===== config.mk =====
export PLATFORM = sky130hd
export DESIGN_NAME = ilv_decode
export DESIGN_NICKNAME = d
export VERILOG_FILES = /design/src/rtl/ilv_pkg.sv /design/src/rtl/ilv_field_extract.sv /design/src/rtl/ilv_legality.sv /design/src/rtl/ilv_stride.sv /design/src/rtl/ilv_decode.sv
export SDC_FILE = /design/constraint.sdc
export NUM_CORES = 1
export LEC_CHECK = 0
export ABC_CLOCK_PERIOD_IN_PS = 2200
export CELL_PAD_IN_SITES_DETAIL_PLACEMENT = 1
export CELL_PAD_IN_SITES_GLOBAL_PLACEMENT = 1
export CORE_ASPECT_RATIO = 1.1
export CORE_UTILIZATION = 31
export DETAILED_ROUTE_END_ITERATION = 16
export PLACE_DENSITY_LB_ADDON = 0.1
export SETUP_SLACK_MARGIN = 0.3
export SYNTH_ARGS = -nofsm -noshare
export SYNTH_HDL_FRONTEND = slang
export SYNTH_HIERARCHICAL = 1
export SYNTH_SLANG_ARGS = --single-unit

===== constraint.sdc =====
create_clock -name clk -period 2.2 [get_ports clk]
set_input_delay 0.22 -clock clk [delete_from_list [all_inputs] [get_ports clk]]
set_output_delay 0.22 -clock clk [all_outputs]
set_load 0.1 [all_outputs]

===== src/rtl/ilv_pkg.sv =====
// Shared types for the interleaved load/store decoder.
// Assumes a 4-bit general register number and a 4-bit vector index.
package ilv_pkg;

    localparam int GPR_W  = 4;
    localparam int VIDX_W = 4;

    // Decoded operand fields of one family word.
    typedef struct packed {
        logic              is_load;
        logic              four_way;
        logic              wb;
        logic [GPR_W-1:0]  base;
        logic [VIDX_W-1:0] dst;
        logic [1:0]        esize;
        logic [1:0]        pat;
    } ilv_fields_t;

endpackage


===== src/rtl/ilv_field_extract.sv =====
// Field extractor: matches the fixed opcode bits and slices out the operands.
// Purely combinational; assumes a 32-bit little-endian-numbered word.
module ilv_field_extract
    import ilv_pkg::*;
#(
    parameter int INSN_W = 32
) (
    input  logic [INSN_W-1:0] insn,
    output logic              hit,
    output ilv_fields_t       flds
);

    localparam logic [8:0] TOP_OPC = 9'b111111001;

    // Opcode match over the fixed bit groups.
    always_comb begin
        hit = (insn[31:23] == TOP_OPC) && insn[12] &&
              (insn[11:9] == 3'b111) && (insn[4:1] == 4'b0000);
    end

    // Operand slicing.
    always_comb begin
        flds.is_load  = insn[20];
        flds.wb       = insn[21];
        flds.base     = insn[19:16];
        flds.dst      = {insn[22], insn[15:13]};
        flds.esize    = insn[8:7];
        flds.pat      = insn[6:5];
        flds.four_way = insn[0];
    end

endmodule


===== src/rtl/ilv_legality.sv =====
// Legality checker: flags the encodings of a family word that are undefined.
// Assumes hit qualification happens outside; judges the fields only.
module ilv_legality
    import ilv_pkg::*;
#(
    parameter int LIM_TWO  = 6,
    parameter int LIM_FOUR = 4,
    parameter int PC_REG   = 15,
    parameter int SP_REG   = 13
) (
    input  ilv_fields_t flds,
    output logic        bad
);

    localparam logic [VIDX_W-1:0] L2  = VIDX_W'(LIM_TWO);
    localparam logic [VIDX_W-1:0] L4  = VIDX_W'(LIM_FOUR);
    localparam logic [GPR_W-1:0]  RPC = GPR_W'(PC_REG);
    localparam logic [GPR_W-1:0]  RSP = GPR_W'(SP_REG);

    logic size_bad, pat_bad, dst_bad, base_bad;

    // Per-rule checks.
    always_comb begin
        size_bad = (flds.esize == 2'd3);
        pat_bad  = !flds.four_way && flds.pat[1];
        dst_bad  = flds.four_way ? (flds.dst > L4) : (flds.dst > L2);
        base_bad = (flds.base == RPC) || ((flds.base == RSP) && flds.wb);
    end

    // Combine the rules.
    always_comb bad = size_bad | pat_bad | dst_bad | base_bad;

endmodule


===== src/rtl/ilv_stride.sv =====
// Stride unit: picks the base-register increment for a legal update.
// Assumes the caller gates with hit and legality through `ok`.
module ilv_stride
    import ilv_pkg::*;
#(
    parameter int INC_TWO  = 32,
    parameter int INC_FOUR = 64,
    parameter int INC_W    = 7
) (
    input  ilv_fields_t      flds,
    input  logic             ok,
    output logic [INC_W-1:0] inc
);

    localparam logic [INC_W-1:0] S2 = INC_W'(INC_TWO);
    localparam logic [INC_W-1:0] S4 = INC_W'(INC_FOUR);

    // Select by mode, zero when no update applies.
    always_comb begin
        if (ok && flds.wb) inc = flds.four_way ? S4 : S2;
        else               inc = '0;
    end

endmodule


===== src/rtl/ilv_decode.sv =====
// Top of the interleaved load/store decoder: extract, judge, register.
// One-cycle latency; fields hold their last captured value when idle.
module ilv_decode
    import ilv_pkg::*;
#(
    parameter int INSN_W   = 32,
    parameter int LIM_TWO  = 6,
    parameter int LIM_FOUR = 4,
    parameter int INC_TWO  = 32,
    parameter int INC_FOUR = 64,
    parameter int INC_W    = 7
) (
    input  logic              clk,
    input  logic              rst_n,
    input  logic              insn_vld,
    input  logic [INSN_W-1:0] insn,
    output logic              dec_vld,
    output logic              dec_hit,
    output logic              dec_undef,
    output logic              dec_load,
    output logic              dec_four,
    output logic              dec_wb,
    output logic [3:0]        dec_base,
    output logic [3:0]        dec_dst,
    output logic [1:0]        dec_esize,
    output logic [1:0]        dec_pat,
    output logic [INC_W-1:0]  dec_inc
);

    logic             hit_c, bad_c, ok_c;
    ilv_fields_t      flds_c;
    logic [INC_W-1:0] inc_c;

    ilv_field_extract #(.INSN_W(INSN_W)) u_ext (
        .insn (insn),
        .hit  (hit_c),
        .flds (flds_c)
    );

    ilv_legality #(.LIM_TWO(LIM_TWO), .LIM_FOUR(LIM_FOUR)) u_leg (
        .flds (flds_c),
        .bad  (bad_c)
    );

    // Legal family member.
    always_comb ok_c = hit_c && !bad_c;

    ilv_stride #(.INC_TWO(INC_TWO), .INC_FOUR(INC_FOUR), .INC_W(INC_W)) u_str (
        .flds (flds_c),
        .ok   (ok_c),
        .inc  (inc_c)
    );

    // Valid flag tracks the input every cycle.
    always_ff @(posedge clk) begin
        if (!rst_n) dec_vld <= 1'b0;
        else        dec_vld <= insn_vld;
    end

    // Decode bundle captured on a presented word.
    always_ff @(posedge clk) begin
        if (!rst_n) begin
            dec_hit   <= 1'b0;
            dec_undef <= 1'b0;
            dec_load  <= 1'b0;
            dec_four  <= 1'b0;
            dec_wb    <= 1'b0;
            dec_base  <= '0;
            dec_dst   <= '0;
            dec_esize <= '0;
            dec_pat   <= '0;
            dec_inc   <= '0;
        end else if (insn_vld) begin
            dec_hit   <= hit_c;
            dec_undef <= hit_c && bad_c;
            dec_load  <= flds_c.is_load;
            dec_four  <= flds_c.four_way;
            dec_wb    <= flds_c.wb;
            dec_base  <= flds_c.base;
            dec_dst   <= flds_c.dst;
            dec_esize <= flds_c.esize;
            dec_pat   <= flds_c.pat;
            dec_inc   <= inc_c;
        end
    end

endmodule


**Word level (Yosys, flattened, before mapping)**

Cells that the tools add are included.

- $add $sub $neg: 0
- Multipliers: 0
- Div/mod/pow operators: 0
- $lt $le $gt $ge: 2
- Equal/unequal tests: 5
- Shift-type cells: 0
- Mux-type cells: 3
- Bitwise gates (word level): 3
- Reduce and logical (&&, ||, !) cells: 12

Operators with widths:

| cell | number |
|---|---|
| $mux W7 | 2 |
| $eq A9 B9 Y1 const B | 1 |
| $eq A4 B4 Y1 const B | 2 |
| $gt A4 B3 Y1 const B | 2 |
| $logic_and A1 B1 Y1 | 8 |
| $logic_not A4 Y1 | 1 |
| $eq A3 B3 Y1 const B | 1 |
| $or A1 B1 Y1 | 3 |
| $eq A2 B2 Y1 const B | 1 |
| $logic_not A1 Y1 | 2 |
| $logic_or A1 B1 Y1 | 1 |
| $mux W1 | 1 |

- Flip-flop bits (word level): 25
- Latch bits: 0
- Memory bits (writable): 0
- Memory bits (read-only): 0
- Input bits: 35
- Word-level logic and storage cells: 36
- Memories: 0

**Depth between registers and ports, before layout**

Gate-level depths: netlist of run 1.

- Depth after elaboration: 9
- Depth in mapped cells: 8

**Hierarchy**

The synthesis of run 1 kept the hierarchy.

Modules (own cells, without submodules):

| module | instances | cells each | area an instance (µm²) | sequential area each (µm²) |
|---|---|---|---|---|
| ilv_decode | 1 | 81 | 963.4 | 500.5 |
| ilv_field_extract | 1 | 22 | 153.9 | 0.0 |
| ilv_stride | 1 | 8 | 57.6 | 0.0 |
| ilv_legality | 1 | 6 | 41.3 | 0.0 |

**Worst setup path after synthesis of run 1**

No wires, ideal clock.

- Path type: input to register
- From: input port insn[0]
- To: register dec_inc[6]
- Library setup time: 67 ps
- Arrival: 1,251 ps
- Data required time: 2,133 ps
- Setup slack: 882 ps
- Cell stages on the path: 8
- Buffers on the path: 1
- Path through: buf_4 maj3_2 nand2_1 nand3_1 nor2b_1 and3_2 mux2i_1 nor2b_1

- Cells in the longest elaborated chain, start to end: 9

Ends and longest elaborated chain:

| item | RTL line | RTL |
|---|---|---|
| start: declaration | ilv_decode.sv:16 | `input logic [INSN_W-1:0] insn,` |
| $logic_not A1 Y1 | ilv_legality.sv:25 | `pat_bad = !flds.four_way && flds.pat[1];` |
| $logic_and A1 B1 Y1 | ilv_legality.sv:25 |  |
| $or A1 B1 Y1 | ilv_legality.sv:31 | `always_comb bad = size_bad \| pat_bad \| dst_bad \| base_bad;` |
| $or A1 B1 Y1 * (2 in series) | ilv_legality.sv:31 |  |
| net bad_c | ilv_decode.sv:30 | `logic hit_c, bad_c, ok_c;` |
| $logic_not A1 Y1 * | ilv_decode.sv:46 | `always_comb ok_c = hit_c && !bad_c;` |
| $logic_and A1 B1 Y1 * | ilv_decode.sv:46 |  |
| net ok_c | ilv_decode.sv:30 |  |
| $logic_and A1 B1 Y1 * | ilv_stride.sv:20 | `if (ok && flds.wb) inc = flds.four_way ? S4 : S2;` |
| $mux W7 * | ilv_stride.sv:20 |  |
| net inc_c[6] | ilv_decode.sv:32 | `logic [INC_W-1:0] inc_c;` |
| end signal: assignment | ilv_decode.sv:83 | `dec_inc <= inc_c;` |
| end: declaration | ilv_decode.sv:27 | `output logic [INC_W-1:0] dec_inc` |

Mark *: on every way through the listed nets, which the timed path passes. The rest lies on a longest branch.
A chain may end at the register's enable or synchronous reset.

**Worst setup path after layout of run 1**

Same ends and word-level chain as after synthesis.

==> flow_metrics.py, run 1 <==
metrics = {
    "layout": {
        "syn_to_final_growth_pct": 37.0,
        "fin_nets": 196,
        "seqCellArea_um2": 500,
        "multiInputGateArea_um2": 518,
        "final_cell_area_mm2": 0.00167,
        "antennaDiodeCount": 0,
        "drive_gt1_share_pct": 20.0,
        "final.fill_count": 418,
    },
    "setup_path": {
        "crit_path_start_kind": "primary input",
        "worstPathMaxFanout": 5,
        "startpoint": "insn[0]",
        "required_ns": 2.42,
        "r2r_cells": 2,
        "crit_top_cell": "nor2b_1",
        "crit_type": "in -> reg",
        "cpMaxStageDelayCell": "clkdlybuf4s50_1",
        "max_stage_delay_ns": 0.58,
        "rr_startpoint": "dec_base[0]$_SDFFE_PN0P_",
        "arrival_ns": 1.80,
        "crit_chain": "clkdlybuf4s50_1 > inv_1 > a221oi_1 > nand3_1 > nor2b_1 > and3_2 > mux2i_1 > nor2b_1",
        "end_kind": "register",
    },
    "route": {
        "antenna_left": 0,
        "drt_iter0_drc": 12,
        "drc": 0,
        "num_vias": 932,
        "wl_per_cell_um": 13.7,
        "drt-vias-per-instance": 4.44,
        "wl_mm": 2.88,
        "dr.pass1.iters": 4,
    },
    "synth": {
        "synth_area_leaders": "dfxtp_1 (41%), mux2i_1 (19%), buf_4 (12%)",
        "synth_top_area_share_pct": 41.2,
        "ys.flop_type": "dfxtp_1",
        "ys_types": 23,
        "yosysSeqAreaShare_pct": 41.2,
        "ys_warn_count": 6,
        "synth.cell_area_mm2": 0.00122,
        "synth_top_area_cell": "dfxtp_1",
        "synth_edf_count": 0,
        "ys_seq_elements": 25,
        "syn_inst": 117,
        "ys_async_sr_fraction_pct": 0,
        "avgSynthCellArea_um2": 10.4,
    },
    "sta": {
        "fmax_mhz": 630,
        "rsz0062_at_grt": "false",
        "drv_slew": 0,
        "finalSetupTns_ns": 0,
        "slew_headroom_pct": 49.0,
        "period_minus_slack_ns": 1.59,
        "whs_ns": 0.490,
        "fin_crit_sh_pct": 72.1,
        "final-hold-violation-count": 0,
        "finClkSkew_ns": 0,
        "worst_slew_pin_slew_ns": 0.762,
        "finalSetupViolCount": 0,
    },
    "floorplan": {
        "num_rows": 23,
        "die_h_um": 67.7,
        "pin_count": 60,
        "dieArea_mm2": 0.00418,
        "core_mm2": 0.00371,
        "start_util_pct": 32.8,
        "die_x_um": 61.7,
    },
    "hold_path": {
        "hold_start": "dec_undef$_SDFFE_PN0P_",
        "hold_class": "reg -> reg",
        "whs_path_depth": 2,
    },
    "clocking": {
        "clock-sinks": 25,
        "tritoncts": "built",
        "clkTransAtPathRegs_ns": 0.09,
        "clk_latency_ns": 0.27,
        "clk_path_buf_depth": 2,
        "cts_hold_buf": 0,
        "cts_made_buffers": 3,
        "post_cts_resize_count": 0,
        "post_cts_buffers": 0,
        "root_buffer": "clkbuf_8",
        "htree_num_levels": 1,
    },
    "power_and_ir_drop": {
        "pwr_density_cell_mw_per_mm2": 660,
        "power.leakage_uw": 0.000741,
        "peakVddDrop_uv": 251,
        "power.total_uw": 1100,
    },
    "grt": {
        "grtUsageMet2_pct": 26.3,
        "overflow": 0,
        "top_usage_layer": "met2",
        "track_usage_pct": 14.6,
        "grt_pass1_vias": 977,
        "grt_use_met3_pct": 2.30,
        "grt_use_met1_pct": 16.3,
        "grt_max_degree": 27,
        "grt_pass1_wl_mm": 4.40,
        "antenna_found_initial": 0,
    },
    "place": {
        "place_congestion": 0.587,
        "port_buffers": 59,
        "placed_area_mm2": 0.00162,
    },
    "job": {
        "drv_cap": 0,
    },
    "outcome": {
        "status": "finished clean",
    },
}
==> state kept, by name, summed over array words and instances (netlist names) <==
| name | cells |
|---|---|
| dec_hit | 1 |
| dec_inc | 7 |
| dec_dst | 4 |
| dec_vld | 1 |
| dec_esize | 2 |
| dec_undef | 1 |
| dec_four | 1 |
| dec_pat | 2 |
| dec_wb | 1 |
| dec_load | 1 |
| dec_base | 4 |
==> cell usage after synthesis (2+ instances only) <==
master,n
nor2b_1,24
buf_12,2
nand4_1,3
nand2_1,3
mux2i_1,23
clkbuf_1,2
buf_4,20
dfxtp_1,25
==> path summary, 6_finish.rpt <==
| kind | to | slack, ns |
|---|---|---|
| setup / recovery | dec_inc[6]$_SDFFE_PN0P_ | 0.61 |
| hold / removal | dec_undef$_SDFFE_PN0P_ | 0.49 |
| setup reg to reg | dec_base[0]$_SDFFE_PN0P_ | 1.56 |
| hold reg to reg | dec_undef$_SDFFE_PN0P_ | 0.49 |
==> worst max-delay path: cells and delay by family <==
kind,cells,cell delay (ns)
buf+inv,2,0.65
simple gates,4,0.61
compound gates,1,0.26
mux,1,0.06
==> power by group <==
group | total, uW | internal [uW] | switching, uW | leakage [uW]
combinational | 334 | 115 | 219 | 0.000509
clock | 279 | 127 | 153 | 0.0000255
sequential | 486 | 475 | 11.1 | 0.000206
total | 1100 | 717 | 382 | 0.000741
==> per-stage QoR <==
| stage | utilization (%) | cells | worst slack [ns] |
|---|---|---|---|
| 2_1_floorplan | - | 121 | 0.882 |
| 3_3_place_gp | 43.6 | 206 | 0.350 |
| 3_5_place_dp | 43.6 | 206 | 0.309 |
| 4_1_cts | 44.9 | 210 | 0.560 |
| 5_1_grt | 44.9 | 210 | 0.428 |
| 6_report | 44.9 | 210 | 0.614 |
==> cell type report <==
class,count,share of cell area [%]
clock buffer,3,2.48
clock inverter,1,0.300
inverter,1,0.225
multi-input combinational,70,31.1
sequential,25,30.0
tap,50,3.75
timing repair buffer,60,32.1
==> kinds of logic after synthesis <==
kind of cell             synth area share (%)
adder cells (fa/ha/maj)                 0.926
buffers and inverters                    17.5
AND/OR/NAND/NOR                          19.8
other                                   0.308
AO/OA/AOI/OAI                            1.44
flip-flops                               41.2
multiplexers                             18.9
==> cell usage in the layout (no fill, tap or decap), drive strengths merged, types with 2 or more instances in the layout <==
cell type and instances:
clkbuf 3, nor2b 24, conb 5, nand2 3, dfxtp 25, nand4 3, buf 26, mux2i 23
clkdlybuf4s50 34, and3 2
==> per-layer routing <==
layer	share of wire, %	wire [um]
met1	41	1170
met2	53	1540
met3	4.3	123
met4	1.6	45
met5	0	0
Note: power is estimated with default switching activity, not from simulation.
==> inputs of run 2 (changes only) <==
--- a/config.mk
+++ b/config.mk
@@ -5,11 +5,11 @@
 export SDC_FILE = /design/constraint.sdc
 export NUM_CORES = 1
 export LEC_CHECK = 0
-export ABC_CLOCK_PERIOD_IN_PS = 2200
+export ABC_CLOCK_PERIOD_IN_PS = 1510
 export CELL_PAD_IN_SITES_DETAIL_PLACEMENT = 1
 export CELL_PAD_IN_SITES_GLOBAL_PLACEMENT = 1
 export CORE_ASPECT_RATIO = 1.1
-export CORE_UTILIZATION = 31
+export CORE_UTILIZATION = 29
 export DETAILED_ROUTE_END_ITERATION = 16
 export PLACE_DENSITY_LB_ADDON = 0.1
 export SETUP_SLACK_MARGIN = 0.3
==> constraint.sdc (replaced) <==
create_clock -name clk -period 1.51 [get_ports clk]
set_input_delay 0.151 -clock clk [delete_from_list [all_inputs] [get_ports clk]]
set_output_delay 0.151 -clock clk [all_outputs]
set_load 0.1 [all_outputs]
==> run 2 against run 1 <==
Net effect:
- final area up 25%
- cell count is 4.3% higher
- setup slack worse by 0.24 ns
- sequential share of layout area decreased by 4.7 points
- via count increased by 2.6%
- first-iteration DRC count grew 83%
- clock-buffer cell count is 1 higher
- largest power group unchanged
- hold slack worse by 0.28 ns
- combinational power rose by 72%
- die area grew 6.7%
==> flow_metrics.py, run 2 (same netlist as run 1, synthesis figures left out) <==
metrics = {
    "power_and_ir_drop": {
        "switching_power_uw": 579,
        "power.leakage_uw": 0.000949,
        "p_seq_share_pct": 43.0,
        "netSwitchingFraction_pct": 34.0,
        "peakVddDrop_uv": 506,
        "power.total_uw": 1710,
        "clkPwrFrac_pct": 23.4,
        "intPower_uw": 1130,
        "combPwrFrac_pct": 33.7,
        "pwr_density_cell_mw_per_mm2": 816,
    },
    "grt": {
        "grt_pass1_vias": 1037,
        "antenna_found_initial": 0,
        "grt_pass1_wl_mm": 4.71,
        "grt_max_degree": 27,
        "overflow": 0,
        "track_usage_pct": 13.8,
    },
    "layout": {
        "regMostFlops": "dec_inc",
        "antennaDiodeCount": 0,
        "seqCellArea_um2": 529,
        "syn_to_final_growth_pct": 71.8,
        "final.fill_count": 427,
        "top_regs": "dec_inc: 7 flops, dec_base: 4 flops, dec_dst: 4 flops",
        "drive_gt1_share_pct": 50.9,
        "final_common_cell": "buf_12",
        "layout_common_cells": "buf_12 (26), mux2i_1 (23), nor2b_1 (23), dfxtp_2 (23), clkbuf_2 (14)",
        "largest_reg_flops": 7,
        "fin_nets": 203,
        "finish.utilization_pct": 52.3,
        "multiInputGateArea_um2": 592,
    },
    "clocking": {
        "tritoncts": "built",
        "cts_made_buffers": 3,
        "clk_latency_ns": 0.26,
        "clk_path_buf_depth": 2,
        "htree_num_levels": 1,
        "root_buffer": "clkbuf_8",
        "cts_hold_buf": 0,
        "clock-sinks": 25,
        "clkTransAtPathRegs_ns": 0.09,
    },
    "setup_path": {
        "crit_chain": "clkdlybuf4s15_1 > maj3_2 > nand2_2 > nand3_4 > nor2b_4 > and3_4 > mux2i_1 > nor2b_1",
        "crit_type": "in -> reg",
        "path_buf_inv": 1,
        "worstPathMaxFanout": 2,
        "max_stage_delay_ns": 0.31,
        "required_ns": 1.71,
        "crit_path_start_kind": "primary input",
        "r2r_setup_slack_ns": 0.85,
        "critPathTopFamily": "simple AND/OR/NAND/NOR gates",
        "end_kind": "register",
        "arrival_ns": 1.34,
        "cpMaxStageDelayCell": "maj3_2",
    },
    "route": {
        "wl_mm": 2.96,
        "antenna_left": 0,
        "drt_iter0_drc": 22,
        "wl_per_cell_um": 13.5,
        "drt-vias-per-instance": 4.37,
        "num_vias": 956,
        "drc": 0,
        "dr.pass1.iters": 4,
    },
    "sta": {
        "finalSetupViolCount": 0,
        "rsz0062_at_grt": "false",
        "final-hold-violation-count": 0,
        "period_minus_slack_ns": 1.14,
        "whs_ns": 0.211,
        "fmax_mhz": 878,
        "fin_crit_sh_pct": 75.4,
        "drv_slew": 0,
        "finClkSkew_ns": 0,
    },
    "floorplan": {
        "core_mm2": 0.00399,
        "pin_count": 60,
        "dieArea_mm2": 0.00446,
        "die_h_um": 69.9,
        "num_rows": 24,
        "start_util_pct": 30.5,
        "die_x_um": 63.7,
    },
    "outcome": {
        "status": "finished clean",
    },
    "hold_path": {
        "hold_class": "in -> reg",
    },
    "place": {
        "place_hpwl_mm": 2.20,
        "place_congestion": 0.662,
        "port_buffers": 59,
    },
    "job": {
        "drv_cap": 0,
    },
}
## run 2: path summary, 6_finish.rpt
kind / from / endpoint / cells after the start
setup / recovery: insn[14] / dec_inc[6]$_SDFFE_PN0P_ / 8
hold / removal: insn[16] / dec_base[0]$_SDFFE_PN0P_ / 3
setup reg to reg: dec_pat[0]$_SDFFE_PN0P_ / dec_pat[0]$_SDFFE_PN0P_ / 2
hold reg to reg: dec_undef$_SDFFE_PN0P_ / dec_undef$_SDFFE_PN0P_ / 2
## run 2: power by group through the flow
stage / clock [uW] / combinational, uW / sequential, uW
floorplan: 0 / 142 / 968
global placement: 0 / 578 / 747
detailed placement: 0 / 586 / 749
CTS: 415 / 583 / 734
global route: 438 / 597 / 737
finish: 399 / 574 / 733
## run 2: per-layer routing
metal | vias up | wire, um | GRT usage, %
met5 | - | 0 | 0
met4 | 0 | 30 | 4.55
met3 | 3 | 206 | 3.27
li1 | 470 | - | -
met2 | 40 | 1590 | 26.2
met1 | 443 | 1140 | 14.4
## run 2: layout make-up
cell class	instances	share of cell area (%)
repair buffers	67	40.9
multi-input cells	70	28.3
flip-flops and latches	25	25.3
clock buffers	4	2.16
inverters	1	0.180
well taps	52	3.11
## run 2: stage by stage
step	std cells	instance area, um2	setup TNS [ns]	setup slack [ns]
after floorplan	121	1270	0	0.297
after global placement	213	2020	-0.695	-0.292
after detailed placement	213	2020	-0.908	-0.376
after CTS	218	2100	0	0.301
after global routing	219	2090	0	0.307
final	219	2090	0	0.371
## run 2: worst register-to-register path, cell delays in order, from the launching register on
cell and delay, ns:
dfxtp_2 0.35, mux2i_1 0.14, nor2b_1 0.06
## run 2: what timing repair did
item / 4_1_cts / 5_1_grt
resized for setup: 33 / 40
buffers inserted: 1 / 1
pin swaps: 11 / 13
setup endpoints to repair: 4 / 2
